===== src/rtl/burst_seq_pkg.sv =====
package burst_seq_pkg;
   // Action chosen for a clock edge
   typedef enum logic [1:0] {
      ACT_HOLD  = 2'd0,
      ACT_STEP  = 2'd1,
      ACT_LOAD  = 2'd2,
      ACT_DESEL = 2'd3
   } seq_act_e;
endpackage


===== src/rtl/burst_strobe_arb.sv =====
module burst_strobe_arb
   import burst_seq_pkg::*;
(
   input  logic     cs1_n,
   input  logic     cs2,
   input  logic     cs3_n,
   input  logic     strb_cpu_n,
   input  logic     strb_ctl_n,
   input  logic     adv_n,
   input  logic     selected,
   output seq_act_e act
);
   logic enables_ok;
   logic cpu_hit;
   logic ctl_hit;

   assign enables_ok = !cs1_n && cs2 && !cs3_n;
   // processor strobe is gated by cs1 and wins over the controller strobe
   assign cpu_hit    = !strb_cpu_n && !cs1_n;
   assign ctl_hit    = !strb_ctl_n && !cpu_hit;

   always_comb begin
      if (cpu_hit || ctl_hit) begin
         act = enables_ok ? ACT_LOAD : ACT_DESEL;
      end else if (!adv_n && selected) begin
         act = ACT_STEP;
      end else begin
         act = ACT_HOLD;
      end
   end
endmodule


===== src/rtl/burst_order_gen.sv =====
module burst_order_gen #(
   parameter int CNT_W = 2
) (
   input  logic [CNT_W-1:0] base,
   input  logic [CNT_W-1:0] step,
   input  logic             order_sel,
   output logic [CNT_W-1:0] low
);
   generate
      if (CNT_W == 1) begin : g_single
         // one bit: both orders reduce to a toggle
         logic unused_sel;
         assign unused_sel = order_sel;
         assign low = base ^ step;
      end else begin : g_multi
         logic [CNT_W-1:0] lin;
         logic [CNT_W-1:0] ilv;
         assign lin = base + step;
         assign ilv = base ^ step;
         assign low = order_sel ? ilv : lin;
      end
   endgenerate
endmodule


===== src/rtl/burst_addr_reg.sv =====
module burst_addr_reg
   import burst_seq_pkg::*;
#(
   parameter int ADDR_W = 16,
   parameter int CNT_W  = 2
) (
   input  logic                    clk,
   input  logic                    rst_n,
   input  seq_act_e                act,
   input  logic [ADDR_W-1:0]       addr_in,
   output logic [ADDR_W-CNT_W-1:0] hi,
   output logic [CNT_W-1:0]        base,
   output logic [CNT_W-1:0]        step,
   output logic                    sel,
   output logic                    fresh
);
   localparam int HI_W = ADDR_W - CNT_W;

   always_ff @(posedge clk) begin
      if (!rst_n) begin
         hi    <= '0;
         base  <= '0;
         step  <= '0;
         sel   <= 1'b0;
         fresh <= 1'b0;
      end else begin
         fresh <= 1'b0;
         unique case (act)
            ACT_LOAD: begin
               hi    <= addr_in[ADDR_W-1 -: HI_W];
               base  <= addr_in[CNT_W-1:0];
               step  <= '0;
               sel   <= 1'b1;
               fresh <= 1'b1;
            end
            ACT_DESEL: sel  <= 1'b0;
            ACT_STEP:  step <= step + CNT_W'(1);
            default:   ;
         endcase
      end
   end
endmodule


===== src/rtl/burst_addr_seq.sv =====
module burst_addr_seq
   import burst_seq_pkg::*;
#(
   parameter int ADDR_W = 16,
   parameter int CNT_W  = 2
) (
   input  logic              clk,
   input  logic              rst_n,
   input  logic              cs1_n,
   input  logic              cs2,
   input  logic              cs3_n,
   input  logic              strb_cpu_n,
   input  logic              strb_ctl_n,
   input  logic              adv_n,
   input  logic              order_sel,
   input  logic [ADDR_W-1:0] addr_in,
   output logic [ADDR_W-1:0] word_addr,
   output logic              selected,
   output logic              new_access
);
   localparam int HI_W = ADDR_W - CNT_W;

   initial begin
      assert (CNT_W >= 1 && CNT_W < ADDR_W)
         else $fatal(1, "burst_addr_seq: CNT_W must be in 1..ADDR_W-1");
   end

   seq_act_e         act;
   logic [HI_W-1:0]  hi;
   logic [CNT_W-1:0] base;
   logic [CNT_W-1:0] step;
   logic [CNT_W-1:0] low;

   burst_strobe_arb u_arb (
      .cs1_n      (cs1_n),
      .cs2        (cs2),
      .cs3_n      (cs3_n),
      .strb_cpu_n (strb_cpu_n),
      .strb_ctl_n (strb_ctl_n),
      .adv_n      (adv_n),
      .selected   (selected),
      .act        (act)
   );

   burst_addr_reg #(.ADDR_W(ADDR_W), .CNT_W(CNT_W)) u_reg (
      .clk     (clk),
      .rst_n   (rst_n),
      .act     (act),
      .addr_in (addr_in),
      .hi      (hi),
      .base    (base),
      .step    (step),
      .sel     (selected),
      .fresh   (new_access)
   );

   burst_order_gen #(.CNT_W(CNT_W)) u_order (
      .base      (base),
      .step      (step),
      .order_sel (order_sel),
      .low       (low)
   );

   assign word_addr = {hi, low};
endmodule


===== config.mk =====
export PLATFORM = sky130hd
export DESIGN_NAME = burst_addr_seq
export DESIGN_NICKNAME = d
export VERILOG_FILES = /design/src/rtl/burst_seq_pkg.sv /design/src/rtl/burst_strobe_arb.sv /design/src/rtl/burst_order_gen.sv /design/src/rtl/burst_addr_reg.sv /design/src/rtl/burst_addr_seq.sv
export SDC_FILE = /design/constraint.sdc
export NUM_CORES = 1
export LEC_CHECK = 0
export ABC_CLOCK_PERIOD_IN_PS = 4300
export BUFFER_PORTS_ARGS = -buffer_cell sky130_fd_sc_hd__buf_2
export CAP_MARGIN = 20
export CORE_AREA = 2 2 48 50
export CTS_CLUSTER_DIAMETER = 80
export DETAILED_ROUTE_END_ITERATION = 8
export DIE_AREA = 0 0 50 52
export HOLD_SLACK_MARGIN = 0.08
export MAX_ROUTING_LAYER = met4
export PLACE_DENSITY_LB_ADDON = 0.08
export SETUP_SLACK_MARGIN = 0.2
export SYNTH_ARGS = -nofsm -noshare
export SYNTH_HDL_FRONTEND = slang
export SYNTH_SLANG_ARGS = --single-unit

===== constraint.sdc =====
create_clock -name clk -period 4.3 [get_ports clk]
set_clock_uncertainty 0.2 [all_clocks]
set_input_delay 0.215 -clock clk [delete_from_list [all_inputs] [get_ports clk]]
set_output_delay 0.215 -clock clk [all_outputs]
set_load 0.005 [all_outputs]

==> run_results.csv <==
group,metric,value,unit
final_layout,fin_util,0.620,
critical_path,worst_r2r_endpoint,"u_reg.hi[3]",
synthesis,synthDistinctLibCells,19,
sta,final_hold_viols,0,
clocking,tritoncts,"yes",
critical_path,setup.worst_path.start_class,"register",
final_layout,layout.cells.most_common_list,"42 x buf_2, 20 x dfxtp_1, 19 x nor2b_1",
global_routing,grtUsageTotal,0.146,
global_routing,grt-ovfl-total,0,
sta,grt_setup_unrepaired,"false",
sta,final_min_period_over_clock_period,0.491,
synthesis,synth_area_leaders,"dfxtp_1 45%, mux2i_1 19%, nor2b_1 13%",
critical_path,worstSetupEndpoint,"u_reg.hi[3]",
floorplan,num_rows,17,
synthesis,synth_top_area_share,0.455,
run_status,run_status,"completed",
critical_path,path_cells,"nand2b_1 -> mux2i_1 -> inv_1 -> ha_1 -> mux2i_1 -> nor2b_1",
sta,worst_slew_margin_rel,0.387,
critical_path,worst_path_most_repeated_cell,"mux2i_1",
critical_path,depth_of_the_most_critical_reg_to_reg_path,6,
synthesis,syn-instance-count,79,
routing,drt_first_pass_iters,4,
global_routing,first_global_vias,703,
synthesis,synthDominantAreaCellType,"dfxtp_1",
clocking,cts_setup_buffers,0,
clocking,cts_inserted_buffers,3,
final_layout,antenna_cells_inserted,0,
sta,finalSetupTns,0,ps
synthesis,synth_sequential_area_ratio,0.455,
critical_path,crit_buf_inv,1,
floorplan,die_h,52,um
global_routing,grt_max_degree,21,
critical_path,arrival,2110,ps
sta,period_minus_slack,2110,ps
routing,ant_nets,0,
routing,drc_errors,0,
pwr,ir_drop,203,uV
floorplan,io_pins,43,
placement,place.detailed.hpwl,1200,um
placement,routabilityCongestion,0.588,
final_layout,layout-area-overhead-vs-synth,48.3,%
sta,worst_slew_pin_slew,919,ps
floorplan,core,2110,sq um
critical_path,cp_num_cells,6,
pwr,power_leakage,0.000609,uW
critical_path,required_arrival_time_at_the_worst_endpoint,4300,ps
routing,route.detailed.wl_per_inst,10.5,um
critical_path,timing.reg2reg.setup_slack,2190,ps
final_layout,nets,168,
floorplan,dieArea,2600,sq um
clocking,clock-sinks,20,
critical_path,critPathLaunch,"u_reg.sel",
synthesis,syn_nets,108,
routing,routed-via-count,760,
synthesis,yosys_register_bits,20,
worst_hold_path,worst_hold_path_stage_count,3,
critical_path,critical-path-slowest-cell,"ha_1",
critical_path,critPathKind,"register to register",
global_routing,global_route_wire_length_before_repair,2820,um
final_layout,filler_cell_count,183,
clocking,worst_setup_hold_path_clk_slew,110,ps
critical_path,crit_path_max_fo,16,
clocking,cts_htree_levels,1,
synthesis,avgSynthCellArea,11.1,sq um
synthesis,netlist_area_pre_place,881,sq um
critical_path,endpoint_kind_of_the_worst_setup_timing_path,"register",
sta,setup_viol,0,
worst_hold_path,hold_path.class,"input pin to register",
floorplan,initial_utilization,0.418,
critical_path,slowest_stage_delay_cp,760,ps
floorplan,die-width,50,um
final_layout,layout-drive-gt1-share,0.341,
final_layout,mostFrequentLayoutCell,"buf_2",
routing,post_drt_via_cell_ratio,4.58,
worst_hold_path,hold_path_startpoint,"strb_ctl_n",
pwr,p_per_area,293,nW/um^2
synthesis,synthesis.yosys.warnings,0,
clocking,ctsRootBufferMaster,"clkbuf_4",
job,max_cap_violations,0,
clocking,worstSkewPairLatency,300,ps
clocking,cts_buffer_depth,2,
routing,drt-initial-drc-count,1,
sta,drv_slew,0,
critical_path,critical_path.top_delay_family,"adder cells",
sta,max_clock_freq,0.474,GHz
routing,wl,1740,um
placement,io_buffers,42,
global_routing,grt_antenna_before_repair,0,
critical_path,worst_r2r_startpoint,"u_reg.sel",
## layout make-up
| type | instances | area [sq um] | area share |
|---|---|---|---|
| Timing Repair Buffer | 59 | 380 | 0.291 |
| Multi-Input combinational cell | 54 | 450 | 0.345 |
| Sequential cell | 20 | 400 | 0.307 |
| Inverter | 1 | 3.75 | 0.00287 |
| Clock buffer | 4 | 36.3 | 0.0278 |
| Tap cell | 28 | 35.0 | 0.0268 |
## synth_stat cells
cell type  count
dfxtp_1       20
nor2b_1       19
mux2i_1       17
ha_1           4
clkbuf_1       2
nand2_1        2
nor4b_1        2
xnor2_1        2
and2_1         1
buf_4          1
buf_6          1
inv_1          1
nand2b_1       1
nor3b_1        1
nor4_1         1
o211a_1        1
o21a_1         1
o21ai_4        1
o31a_1         1
## tightest hold or removal path: stages
cell and delay [ps]:
buf_2 110, o21ai_4 110, o211a_1 140
## worst min-delay path by stage
stage	endpoint	slack [ps]
5_1_grt	u_reg.sel	130
6_report	u_reg.sel	110
3_5_place_dp	u_reg.hi[7]	280
3_3_place_gp	u_reg.hi[1]	270
4_1_cts	u_reg.sel	100
2_1_floorplan	u_reg.base[0]	180
## logic make-up (layout without fill, tap and decap cells)
logic type | after synthesis | count (layout) | synth area share
simple gates | 27 | 27 | 0.193
flops | 20 | 20 | 0.455
mux | 17 | 17 | 0.193
buf+inv | 5 | 64 | 0.0341
fa+ha+maj | 4 | 4 | 0.0568
compound gates | 4 | 4 | 0.0483
xor+xnor | 2 | 2 | 0.0199
## metal layers
| layer | GRT usage | routed length, um |
|---|---|---|
| met1 | 0.157 | 741 |
| met2 | 0.261 | 875 |
| met3 | 0.0259 | 91 |
| met4 | 0.0694 | 30 |
| met5 | - | 0 |
## state kept, by name, indices dropped and copies added, names as in the netlist
name,cells
u_reg.sel,1
u_reg.base,2
u_reg.hi,14
u_reg.step,2
u_reg.fresh,1
## metrics by stage
step	total power [uW]	setup slack [ps]	instance area [sq um]	instances	hold WS (ps)
floorplan	245	2560	881	79	184
global placement	269	2040	1100	145	270
detailed placement	271	1970	1100	145	282
CTS	390	2150	1310	166	99.5
global route	404	1970	1310	166	130
finish	383	2190	1310	166	107
## where the power goes
group          total (uW)  switching (uW)  internal [uW]
Sequential            202            5.42            196
Clock                 106            54.7           51.6
Combinational        75.3            30.0           45.3
Total                 383            90.2            293
## what timing repair did
action,CTS,global route
hold buffers,17,0
resized for setup,0,0
hold endpoints to repair,18,0
(Power assumes the default switching activity.)
